==> config.mk <==
export PLATFORM = sky130hd
export DESIGN_NAME = irq_status_unit
export DESIGN_NICKNAME = d
export VERILOG_FILES = /design/src/rtl/irq_su_pkg.sv /design/src/rtl/irq_su_decode.sv /design/src/rtl/irq_su_status.sv /design/src/rtl/irq_su_enable.sv /design/src/rtl/irq_status_unit.sv
export SDC_FILE = /design/constraint.sdc
export NUM_CORES = 1
export LEC_CHECK = 0
export ABC_AREA = 1
export BUFFER_PORTS_ARGS = -buffer_cell sky130_fd_sc_hd__buf_2
export CAP_MARGIN = 20
export CELL_PAD_IN_SITES_DETAIL_PLACEMENT = 1
export CELL_PAD_IN_SITES_GLOBAL_PLACEMENT = 1
export CORE_MARGIN = 4
export CORE_UTILIZATION = 23
export DETAILED_ROUTE_END_ITERATION = 10
export PLACE_DENSITY = 0.82
export SLEW_MARGIN = 40
export SYNTH_ARGS = -nofsm -noshare
export SYNTH_HDL_FRONTEND = slang
export SYNTH_SLANG_ARGS = --single-unit
==> constraint.sdc <==
create_clock -name clk -period 1.5 [get_ports clk]
set_clock_uncertainty 0.1 [all_clocks]
set_input_delay 0.225 -clock clk [delete_from_list [all_inputs] [get_ports clk]]
set_output_delay 0.225 -clock clk [all_outputs]
set_load 0.005 [all_outputs]
==> src/rtl/irq_su_pkg.sv <==
package irq_su_pkg;

    // Register word offsets (byte addresses)
    localparam logic [31:0] OFS_RAW    = 32'h20;
    localparam logic [31:0] OFS_MASKED = 32'h24;
    localparam logic [31:0] OFS_EN_SET = 32'h28;
    localparam logic [31:0] OFS_EN_CLR = 32'h2C;

    // Event bit carrying the word-complete pulse
    localparam int unsigned WORD_DONE_BIT = 1;

    typedef enum logic [2:0] {
        RGN_NONE,
        RGN_RAW,
        RGN_MASKED,
        RGN_EN_SET,
        RGN_EN_CLR
    } region_e;

    typedef struct packed {
        logic raw_set;
        logic sts_clr;
        logic en_set;
        logic en_clr;
    } wr_sel_t;

    function automatic region_e addr_region(input logic [31:0] a);
        region_e r;
        case (a)
            OFS_RAW:    r = RGN_RAW;
            OFS_MASKED: r = RGN_MASKED;
            OFS_EN_SET: r = RGN_EN_SET;
            OFS_EN_CLR: r = RGN_EN_CLR;
            default:    r = RGN_NONE;
        endcase
        return r;
    endfunction

endpackage

==> src/rtl/irq_su_decode.sv <==
module irq_su_decode
    import irq_su_pkg::*;
#(
    parameter int ADDR_W = 8
) (
    input  logic              wr,
    input  logic [ADDR_W-1:0] addr,
    output region_e           region,
    output wr_sel_t           sel
);

    always_comb begin
        region = addr_region(32'(addr));
        sel    = '0;
        if (wr) begin
            sel.raw_set = (region == RGN_RAW);
            sel.sts_clr = (region == RGN_MASKED);
            sel.en_set  = (region == RGN_EN_SET);
            sel.en_clr  = (region == RGN_EN_CLR);
        end
    end

endmodule

==> src/rtl/irq_su_status.sv <==
module irq_su_status #(
    parameter int NUM_EVT = 4
) (
    input  logic               clk,
    input  logic               rst,
    input  logic [NUM_EVT-1:0] evt,
    input  logic [NUM_EVT-1:0] set_mask,
    input  logic [NUM_EVT-1:0] clr_mask,
    output logic [NUM_EVT-1:0] status
);

    for (genvar i = 0; i < NUM_EVT; i++) begin : g_cell
        always_ff @(posedge clk) begin
            if (rst)
                status[i] <= 1'b0;
            else
                // a pulse or a software set overrides a clear in the same cycle
                status[i] <= (status[i] & ~clr_mask[i]) | set_mask[i] | evt[i];
        end
    end

    // every pulsed bit is set one cycle later, clear or not
    a_r2_evt_sets: assert property (@(posedge clk) disable iff (rst)
        (evt != '0) |=> ((status & $past(evt)) == $past(evt)));

    // bits named by a clear and not pulsed end up zero
    a_r6_clear_drops: assert property (@(posedge clk) disable iff (rst)
        ((clr_mask & ~evt & ~set_mask) != '0)
        |=> ((status & $past(clr_mask & ~evt & ~set_mask)) == '0));

    // software set forces the bits high
    a_r7_sw_set: assert property (@(posedge clk) disable iff (rst)
        (set_mask != '0) |=> ((status & $past(set_mask)) == $past(set_mask)));

endmodule

==> src/rtl/irq_su_enable.sv <==
module irq_su_enable #(
    parameter int NUM_EVT = 4
) (
    input  logic               clk,
    input  logic               rst,
    input  logic [NUM_EVT-1:0] set_mask,
    input  logic [NUM_EVT-1:0] clr_mask,
    output logic [NUM_EVT-1:0] enable
);

    always_ff @(posedge clk) begin
        if (rst)
            enable <= '0;
        else
            enable <= (enable | set_mask) & ~clr_mask;
    end

    a_r4_en_set: assert property (@(posedge clk) disable iff (rst)
        (set_mask != '0) |=> ((enable & $past(set_mask)) == $past(set_mask)));

    a_r5_en_clr: assert property (@(posedge clk) disable iff (rst)
        (clr_mask != '0) |=> ((enable & $past(clr_mask)) == '0));

    // set and clear come from distinct addresses, never together
    a_r10_one_mask: assert property (@(posedge clk) disable iff (rst)
        !((set_mask != '0) && (clr_mask != '0)));

endmodule

==> src/rtl/irq_status_unit.sv <==
module irq_status_unit
    import irq_su_pkg::*;
#(
    parameter int NUM_EVT = 4,
    parameter int ADDR_W  = 8,
    parameter int DATA_W  = 32
) (
    input  logic               clk,
    input  logic               rst,
    input  logic [NUM_EVT-1:0] evt_pulse,
    input  logic               reg_wr,
    input  logic [ADDR_W-1:0]  reg_addr,
    input  logic [DATA_W-1:0]  reg_wdata,
    output logic [DATA_W-1:0]  reg_rdata,
    output logic               irq
);

    localparam int EVT_MSB = NUM_EVT - 1;

    region_e            region;
    wr_sel_t            sel;
    logic [EVT_MSB:0]   wbits;
    logic [EVT_MSB:0]   status;
    logic [EVT_MSB:0]   enable;
    logic [EVT_MSB:0]   pending;
    logic               unused_wdata_hi;

    assign wbits           = reg_wdata[EVT_MSB:0];
    assign unused_wdata_hi = ^reg_wdata;

    irq_su_decode #(.ADDR_W(ADDR_W)) u_decode (
        .wr     (reg_wr),
        .addr   (reg_addr),
        .region (region),
        .sel    (sel)
    );

    irq_su_status #(.NUM_EVT(NUM_EVT)) u_status (
        .clk      (clk),
        .rst      (rst),
        .evt      (evt_pulse),
        .set_mask (wbits & {NUM_EVT{sel.raw_set}}),
        .clr_mask (wbits & {NUM_EVT{sel.sts_clr}}),
        .status   (status)
    );

    irq_su_enable #(.NUM_EVT(NUM_EVT)) u_enable (
        .clk      (clk),
        .rst      (rst),
        .set_mask (wbits & {NUM_EVT{sel.en_set}}),
        .clr_mask (wbits & {NUM_EVT{sel.en_clr}}),
        .enable   (enable)
    );

    assign pending = status & enable;
    assign irq     = |pending;

    always_comb begin
        reg_rdata = '0;
        case (region)
            RGN_RAW:                reg_rdata[EVT_MSB:0] = status;
            RGN_MASKED:             reg_rdata[EVT_MSB:0] = pending;
            RGN_EN_SET, RGN_EN_CLR: reg_rdata[EVT_MSB:0] = enable;
            default:                reg_rdata = '0;
        endcase
    end

    a_r1_reset_clears: assert property (@(posedge clk)
        rst |=> (status == '0 && enable == '0 && !irq));

    a_r8_irq_holds: assert property (@(posedge clk) disable iff (rst)
        (irq && !reg_wr) |=> irq);

    a_r10_unmapped_write: assert property (@(posedge clk) disable iff (rst)
        (reg_wr && region == RGN_NONE && evt_pulse == '0)
        |=> ($stable(status) && $stable(enable)));

    a_r3_masked_subset: assert property (@(posedge clk) disable iff (rst)
        (region == RGN_MASKED) |-> ((reg_rdata[EVT_MSB:0] & ~enable) == '0));

endmodule

Word-level counts from Yosys, hierarchy flattened. Index checks and enable logic that the tools add are counted.

Input port bits: 47. Flip-flop bits (word level): 8.

Bitwise operators: 24. Reduce and logical (&&, ||, !) cells: 2. Equality and inequality tests: 8. Mux-type cells: 3.

Operators by type and width (count): $eq A8 B6 Y1 const B (4); $and A4 B4 Y4 (6); $pmux W3 S4 (1); $pmux W4 S3 (1); $or A1 B1 Y1 (8); $eq A3 B2 Y1 const B (2); $and A1 B1 Y1 (4); $mux W4 (1); $not A1 Y1 (4); $not A4 Y4 (1); $or A4 B4 Y4 (1); $reduce_or A4 Y1 (1); $eq A3 B1 Y1 const B (1); $eq A3 B3 Y1 const B (1); $reduce_or A2 Y1 (1).

Depth between registers and ports, before layout.
Depth after elaboration: 9. Depth in mapped cells: 8.

Modules after synthesis. Synthesis repeated with hierarchy kept, for this count alone.

Cells, all modules: 163. Area total of the unflattened synthesis: 928.4 sq um.

By module, submodules not included: irq_status_unit (sequential area each 0.0 sq um, area an instance 486.7 sq um, times used 1, cells each 89); irq_su_enable (sequential area each 80.1 sq um, area an instance 151.4 sq um, times used 1, cells each 21); irq_su_decode (sequential area each 0.0 sq um, area an instance 145.1 sq um, times used 1, cells each 33); irq_su_status (sequential area each 80.1 sq um, area an instance 145.1 sq um, times used 1, cells each 20).

Least setup slack after synthesis. No wires, ideal clock.

Path type: input to output. Start: in reg_addr[5]. End: out reg_rdata[0]. Buffers on the path: 0. Arrival: 0.820 ns. Cell stages on the path: 8. Slack: 0.355 ns. Path through: inv_1 -> nor2_2 -> nand2_2 -> inv_2 -> nand2_1 -> o21ai_2 -> nand2_1 -> nand3_1.

Longest elaborated chain between the ends: 5. Elaborated cells on any way between the ends: 11.

RTL lines: from (decl) (line irq_status_unit.sv:12) `input logic [ADDR_W-1:0] reg_addr,`; $eq A8 B6 Y1 (line irq_su_pkg.sv:29) `case (a)`; $pmux W3 S4 * (line irq_su_pkg.sv:29); $eq A3 B3 Y1 or $eq A3 B2 Y1 (tied branches) (line irq_status_unit.sv:60) `case (region)`; $reduce_or A2 Y1 (line irq_status_unit.sv:60); $pmux W4 S3 * (line irq_status_unit.sv:60); to (decl) (line irq_status_unit.sv:14) `output logic [DATA_W-1:0] reg_rdata,`.

Every way passes the cells marked *; elsewhere a longest branch is shown, timed or not.

Worst setup path after layout.
Start: in reg_addr[5]. End: out reg_rdata[3].

Same word-level chain as after synthesis.

==> results.toml <==
[grt]
grt_max_degree = 14
antenna_found_initial = 0
grt.overflow.total = 0
first_global_vias = 788
grt_pass1_wl_um = 3236
grtUsageTotal = 0.09069

[yosys]
synth_top_family_by_area = "simple AND/OR/NAND/NOR gates"
synth_warnings = 0
synth-adder-area-share = 0
yosys.area_share.simple = 0.4197
netlist_area_um2 = 825.8
ys_ff_latch = 8
syn_inst = 136
avgSynthCellArea_um2 = 6.072
synthDistinctLibCells = 17
synth_compound_area_frac = 0.03485
synthXorXnorAreaFrac = 0
seq_area_frac_synth = 0.1939
synth.area.mux_share = 0

[routing]
first_iter_violations = 22
routed_wl_um = 2056
drc = 0
via_per_inst = 3.817
first_pass_iters = 4
num_vias = 794
ant_nets = 0
post_drt_wl_per_cell_um = 9.885

[pwr]
ir_drop_v = 0.0001235
powerDensity_nw_per_um2 = 533.1
p_leak_nw = 0.5440

[final_layout]
layout_common_cells = "conb_1 (28), nand2_1 (27), buf_2 (20), nand3_1 (17), inv_1 (17)"
num_antenna_cells = 0
final_util = 0.2876
nets = 211
fin_area_um2 = 974.7
syn_to_final_growth_pct = 18.03
drive_gt1_frac = 0.2593
layout_commonest_cell = "conb_1"

[critical_path]
cp-start-kind = "primary input"
worst_setup_path_end_kind = "output port"
reg2reg_depth = 2
crit_arrival_ns = 1.10
timing.rr.start = "u_status.status[0]"
crit_required_ns = 1.17
path_max_fanout = 5
reg2reg_slack_ns = 0.74
timing.rr.end = "u_status.status[0]"
crit_type = "primary input to output port"

[cts]
cts-root-buf = "clkbuf_4"
cts.sinks = 8
cts.path.max_buffers = 2
htreeDepth = 1
cts_tree = "built"
clkTransAtPathRegs_ns = 0.06
cts_made_buffers = 3
clk_latency_ns = 0.26
cts_hold_buf = 0
post_cts_buffers = 0

[sta]
max_freq_mhz = 699.4
setup_slack_ns = 0.07020
finalHoldViolCount = 0
whs_ns = 0.07740
finalMaxSlewViolations = 0
period_share = 0.9532
rsz0062_at_grt = "true"
setup_violations = 0
min_period_ns = 1.430

[worst_hold_path]
hold_path_end = "u_status.status[1]"
hp-class = "primary input to flop"
holdPathStages = 2
hp-start = "rst"

[place]
place_area_um2 = 899.6
dp_slack_ns = -0.006256
finalWeightedCongestion = 0.7382
port_buffers = 23
hpwl_um = 1725

[floorplanning]
core_um2 = 3390
die_h_um = 67.92
io_pins = 80
dieArea_um2 = 4613
fp-row-count = 21
die_w_um = 67.92
initial_core_util = 0.2436

[job]
drv_cap = 0

[run_status]
outcome = "finished clean"
[cell usage after synthesis]
library cell / instances / area share
o21ai_2: 1 / 0.011
nor2_2: 4 / 0.030
nand4_1: 5 / 0.038
inv_2: 1 / 0.0045
buf_2: 1 / 0.0061
nand3_1: 17 / 0.10
nor2_4: 1 / 0.014
dfxtp_1: 8 / 0.19
nand2_2: 2 / 0.015
conb_1: 1 / 0.0045
nand2_1: 28 / 0.13
nand3_2: 1 / 0.012
a21oi_1: 4 / 0.024
inv_1: 18 / 0.082
buf_4: 28 / 0.25
nor3_2: 1 / 0.012
nor2_1: 15 / 0.068
[power by group]
part	internal [mW]	leakage [nW]	switching [mW]
Sequential	0.220	0.0658	0.00834
Combinational	0.0405	0.464	0.0709
Clock	0.0925	0.0138	0.0869
[sequential cells by signal, summed over array words and instances (netlist names)]
signal	count
u_enable.enable	4
u_status.status	4
[worst max-delay path, stage by stage]
cell,delay (ns)
buf_6,0.07
inv_2,0.03
nor2_4,0.11
nand2_4,0.10
nor3_4,0.27
nand3_1,0.10
nand3_1,0.09
buf_2,0.11
[worst max path at each step]
stage,from,endpoint,slack (ns),cells past startpoint
after floorplan,reg_addr[5],reg_rdata[0],0.35,8
after global placement,reg_addr[7],reg_rdata[3],0.03,7
after detailed placement,reg_addr[7],reg_rdata[3],-0.006,7
after CTS,reg_addr[0],reg_rdata[3],0.03,9
after global routing,reg_addr[5],reg_rdata[0],-0.04,8
final,reg_addr[5],reg_rdata[3],0.07,8
[cells by family after synthesis]
group	count (synthesis)
AND/OR/NAND/NOR	74
flip-flops	8
AO/OA/AOI/OAI	5
other	1
buffers and inverters	48
[layer usage]
layer | routed length [um] | global-route usage | vias to the layer above
met4 | 27 | 0.05211 | 0
li1 | - | - | 420
met1 | 828 | 0.1038 | 343
met5 | 0 | 0 | -
met3 | 138 | 0.01149 | 3
met2 | 1061 | 0.1600 | 28
[metrics by stage]
stage          setup TNS [ns]  cells  total power [mW]
2_1_floorplan               0    163            0.3379
3_3_place_gp                0    205            0.3272
3_5_place_dp         -0.01321    205            0.3299
4_1_cts                     0    208            0.5091
5_1_grt               -0.1026    208            0.5531
6_report                    0    208            0.5196
[cell type report]
type                    instances  area [um2]
clock buffers                   3       22.52
repair buffers                 25       148.9
fillers                       463        2415
inverters                      19       71.32
flip-flops and latches          8       160.2
multi-input cells             107       514.2
well taps                      46       57.56
[what timing repair did]
action	in CTS	in global routing
pin swaps	0	8
setup endpoints to repair	4	4
gates resized for setup	1	10
hold endpoints to repair	0	0
Note: power is estimated with default switching activity, not from simulation.
